<file path="config.mk">
export PLATFORM = sky130hd
export DESIGN_NAME = pc_bank_seq
export DESIGN_NICKNAME = d
export VERILOG_FILES = /design/src/rtl/pcu_pkg.sv /design/src/rtl/pcu_irq_ctl.sv /design/src/rtl/pcu_next_addr.sv /design/src/rtl/pc_bank_seq.sv
export SDC_FILE = /design/constraint.sdc
export NUM_CORES = 1
export LEC_CHECK = 0
export BUFFER_PORTS_ARGS = -buffer_cell sky130_fd_sc_hd__buf_4
export CORE_AREA = 2 2 54 56
export DETAILED_ROUTE_END_ITERATION = 8
export DIE_AREA = 0 0 56 58
export PLACE_DENSITY = 0.76
export SLEW_MARGIN = 30
export SYNTH_ARGS = -nofsm -noshare
export SYNTH_HDL_FRONTEND = slang
export SYNTH_HIERARCHICAL = 1
export SYNTH_SLANG_ARGS = --single-unit
</file>
<file path="constraint.sdc">
create_clock -name clk -period 1.9 [get_ports clk]
set_input_delay 0.095 -clock clk [delete_from_list [all_inputs] [get_ports clk]]
set_output_delay 0.095 -clock clk [all_outputs]
set_load 0.02 [all_outputs]
</file>
<file path="src/rtl/pcu_pkg.sv">
package pcu_pkg;
    localparam int ADDR_W   = 12;
    localparam int BANK_BIT = ADDR_W - 1;
    localparam int OFF_W    = ADDR_W - 1;

    localparam logic [ADDR_W-1:0] VEC_EXT = 12'h003;
    localparam logic [ADDR_W-1:0] VEC_TMR = 12'h007;

    typedef logic [ADDR_W-1:0] addr_t;

    typedef struct packed {
        logic inc;
        logic jmp;
        logic call;
        logic ret;
        logic reti;
    } flow_t;

    function automatic addr_t step_in_bank(addr_t a);
        logic [OFF_W-1:0] off;
        off = a[OFF_W-1:0] + 1'b1;
        return {a[BANK_BIT], off};
    endfunction

    function automatic logic is_transfer(flow_t f);
        return f.jmp | f.call | f.ret | f.reti;
    endfunction
endpackage

</file>
<file path="src/rtl/pcu_irq_ctl.sv">
module pcu_irq_ctl
    import pcu_pkg::*;
(
    input  logic clk,
    input  logic rst,
    input  logic sel0,
    input  logic sel1,
    input  logic req_ext,
    input  logic req_tmr,
    input  logic busy,
    input  logic leave,
    output logic bank_flag,
    output logic in_service,
    output logic take,
    output logic take_ext
);
    logic pend_ext, pend_tmr;
    logic want_ext, want_tmr;

    assign want_ext = !in_service && (pend_ext || req_ext);
    assign want_tmr = !in_service && (pend_tmr || req_tmr);
    assign take     = (want_ext || want_tmr) && !busy;
    assign take_ext = want_ext;

    always_ff @(posedge clk) begin
        if (rst) begin
            bank_flag  <= 1'b0;
            in_service <= 1'b0;
            pend_ext   <= 1'b0;
            pend_tmr   <= 1'b0;
        end else begin
            if (sel1)      bank_flag <= 1'b1;
            else if (sel0) bank_flag <= 1'b0;

            if (take) begin
                in_service <= 1'b1;
                pend_ext   <= 1'b0;
                pend_tmr   <= 1'b0;
            end else begin
                if (leave) in_service <= 1'b0;
                if (busy && !in_service) begin
                    pend_ext <= pend_ext | req_ext;
                    pend_tmr <= pend_tmr | req_tmr;
                end
            end
        end
    end
endmodule

</file>
<file path="src/rtl/pcu_next_addr.sv">
module pcu_next_addr
    import pcu_pkg::*;
(
    input  addr_t            pc,
    input  flow_t            flow,
    input  logic [OFF_W-1:0] operand,
    input  addr_t            pop_addr,
    input  logic             bank_eff,
    input  logic             take,
    input  logic             take_ext,
    output addr_t            next_pc,
    output logic             push_en,
    output addr_t            push_addr
);
    always_comb begin
        next_pc   = pc;
        push_en   = 1'b0;
        push_addr = pc;
        if (flow.ret || flow.reti) begin
            next_pc = pop_addr;
        end else if (flow.call) begin
            next_pc = {bank_eff, operand};
            push_en = 1'b1;
        end else if (flow.jmp) begin
            next_pc = {bank_eff, operand};
        end else if (take) begin
            next_pc = take_ext ? VEC_EXT : VEC_TMR;
            push_en = 1'b1;
        end else if (flow.inc) begin
            next_pc = step_in_bank(pc);
        end
    end
endmodule

</file>
<file path="src/rtl/pc_bank_seq.sv">
module pc_bank_seq
    import pcu_pkg::*;
#(
    parameter int INT_WORDS = 1024
) (
    input  logic        clk,
    input  logic        rst,
    input  logic        inc_i,
    input  logic        jmp_i,
    input  logic        call_i,
    input  logic        ret_i,
    input  logic        reti_i,
    input  logic        sel_bank0_i,
    input  logic        sel_bank1_i,
    input  logic        irq_ext_i,
    input  logic        irq_tmr_i,
    input  logic        ext_access_i,
    input  logic [10:0] operand_i,
    input  logic [11:0] pop_addr_i,
    output logic [11:0] pc_o,
    output logic        push_en_o,
    output logic [11:0] push_addr_o,
    output logic        bank_flag_o,
    output logic        in_service_o,
    output logic        fetch_ext_o
);
    localparam addr_t INT_LIMIT = addr_t'(INT_WORDS);

    flow_t flow;
    addr_t pc_q, pc_d;
    logic  bank_flag, in_service, take, take_ext;

    assign flow = '{inc: inc_i, jmp: jmp_i, call: call_i, ret: ret_i, reti: reti_i};

    pcu_irq_ctl u_irq (
        .clk        (clk),
        .rst        (rst),
        .sel0       (sel_bank0_i),
        .sel1       (sel_bank1_i),
        .req_ext    (irq_ext_i),
        .req_tmr    (irq_tmr_i),
        .busy       (is_transfer(flow)),
        .leave      (reti_i),
        .bank_flag  (bank_flag),
        .in_service (in_service),
        .take       (take),
        .take_ext   (take_ext)
    );

    pcu_next_addr u_next (
        .pc        (pc_q),
        .flow      (flow),
        .operand   (operand_i),
        .pop_addr  (pop_addr_i),
        .bank_eff  (bank_flag && !in_service),
        .take      (take),
        .take_ext  (take_ext),
        .next_pc   (pc_d),
        .push_en   (push_en_o),
        .push_addr (push_addr_o)
    );

    always_ff @(posedge clk) begin
        if (rst) pc_q <= '0;
        else     pc_q <= pc_d;
    end

    assign pc_o         = pc_q;
    assign bank_flag_o  = bank_flag;
    assign in_service_o = in_service;
    assign fetch_ext_o  = ext_access_i || (pc_q >= INT_LIMIT);
endmodule

</file>
==> out/metrics.cfg <==
[setup_path]
ff2ff_path_depth=7
r2r_start=u_irq/pend_ext
arrival_ps=1930
startpoint_type=flop
regToRegSetupSlack_ps=200
crit_fanout=6
r2r_end=pc_o[5]
critPathKind=reg -> reg
cp-end-kind=flop
worst_ep_required_time_ps=2140
crit_start=u_irq/pend_ext

[timing]
fmax_ghz=0.5892
worstMarginPinSlew_ps=462.8
relSlewSlack_pct=69.03
min_period_ps=1697
drv_slew=0
setup_viol_count_final=0
hold_viol_final=0
skew_ps=0.5733
rsz0062_at_grt=no
period_share_pct=89.32
setup_tns_ps=0
whs_ps=34.88

[hold_path]
min_from=sel_bank1_i
min_path_cells=3
holdPathEnd=u_irq/bank_flag
hp-class=in -> reg

[grt]
grt.overflow.total=0
grtUsageTotal_pct=18.87
grt_max_degree=18
antenna_found_initial=0
grt_pass1_vias=1070
grt_pass1_wl_um=4871

[job]
cap_violations=0

[floorplan]
num_rows=19
start_util_pct=40.84
die_area_um2=3248
io_pins=63
die_x_um=56
fp.dieH_um=58
core_area_um2=2663

[layout]
final_core_util_pct=57.61
layout_commonest_cell=buf_4
synthToLayoutAreaGrowth_pct=41.08
n_fill_cell=263
nets=223
seq_area_um2=320.3
drive_gt1_share_pct=38.71
n_antenna_cell=0
multi_input_area_um2=635.6
layout_common_cells=buf_4 (64), dfxtp_1 (16), nor2_1 (12), xnor2_1 (10), nand2_1 (9)

[clock_tree]
h-tree-depth=1
path_clk_slew_ps=100
cts.sinks=16
cts_buffers=3
cts_max_path_buffers=2
insertion_delay_ps=290
cts_hold_buf=0
cts_tree=done
cts-root-buf=clkbuf_4
ctsResizeCount=0
postCtsSetupRepairBufs=0

[synthesis]
syn_nets=171
synthesis.instances=135
synth_area_leaders=dfxtp_1 (29%), buf_4 (9.0%), xnor2_1 (8.1%)
ys_warn_count=6
netlist_area_um2=1087
avgSynthCellArea_um2=8.054
ys_types=34
ys_seq_elements=16
yosys.area.top_type=dfxtp_1
synth_top_area_share_pct=29.46
ys_seq_area_share_pct=29.46

[power_and_ir_drop]
p_per_area_nw_per_um2=586.3
vdd_drop_max_uv=468.1
p_leak_nw=0.6973

[routing]
drt_iter0_markers=25
route.detailed.drc=0
viasPerCell=5.226
routed-wl-met3_um=205
wl_per_cell_um=13.63
vias=1134
wl_met2_um=1533
wl_met1_um=1174
drt_wl_total_um=2957
dr.max_layer_used=met4
dr.pass1.iters=4
antenna_left=0

[placed_design]
gp_congestion=0.8259
io_buffers=62
dp_hpwl_um=2260

[outcome]
status=completed

==> stage by stage <==
step | std cells | instance area, um^2 | worst slack, ps | total power, mW
floorplan | 135 | 1087 | 170.8 | 0.5564
global placement | 213 | 1491 | 166.5 | 0.6659
detailed placement | 213 | 1491 | 95.44 | 0.6718
CTS | 217 | 1528 | 146.8 | 0.9038
global route | 217 | 1534 | 21.80 | 0.9482
finish | 217 | 1534 | 202.8 | 0.8994
==> Yosys cell counts (all sizes together) <==
cell type,count
dfxtp,16
buf,15
nor2,13
o21ai,10
xnor2,10
nand2,9
nor2b,7
a22oi,6
and2b,6
inv,6
a21oi,5
nor3,4
a221oi,3
nand2b,3
nand4,3
clkbuf,2
nand3,2
nor3b,2
nor4,2
o2bb2ai,2
or2,2
ha,1
mux2i,1
o21bai,1
o41ai,1
or3,1
or3b,1
or4,1
==> worst max-delay path, cell delays in order (launching register included) <==
cell     delay, ps
dfxtp_1        340
nor4_2         360
nor3_1          80
buf_4          160
nor2_4         170
nand2_1        180
o21ai_0        210
nor2b_1        140
==> area by class of cell <==
class | instances | share of cell area [%]
inverters | 6 | 1.468
clock buffers | 4 | 2.365
well taps | 31 | 2.529
multi-input cells | 96 | 41.44
repair buffers | 64 | 31.32
flip-flops and latches | 16 | 20.88
==> worst max-delay path by stage <==
stage | end | slack (ps) | depth (start not counted)
floorplan | pc_o[2] | 170 | 6
global placement | pc_o[5] | 170 | 8
detailed placement | pc_o[3] | 100 | 8
CTS | pc_o[5] | 150 | 7
global route | pc_o[5] | 20 | 7
finish | pc_o[5] | 200 | 7
==> where the power goes <==
part	switching [mW]	total [mW]	internal, mW
combinational	0.132	0.275	0.142
sequential	0.0336	0.392	0.358
clock	0.116	0.233	0.117
==> cells by family (layout without fill, tap and decap cells) <==
kind of cell	count (synthesis)	count (layout)	share of synthesized area [%]
AOI/OAI and AO/OA	28	28	16.57
xor gates and xnor gates	10	10	8.055
adders and majority gates	1	1	1.151
buffers and inverters	23	74	12.66
DFF	16	16	29.46
muxes	1	1	0.9206
and+or+nand+nor	56	56	31.19
==> layer usage <==
metal,global-route usage [%],vias to the layer above
met5,0,-
met4,8.503,0
met3,4.241,6
met2,32.77,55
met1,22.34,518
li1,-,555
==> flip-flops by register name (all words and copies together) (netlist names) <==
register and count:
pc_o 12, u_irq/bank_flag 1, u_irq/in_service 1, u_irq/pend_ext 1, u_irq/pend_tmr 1
(Power assumes the default switching activity.)
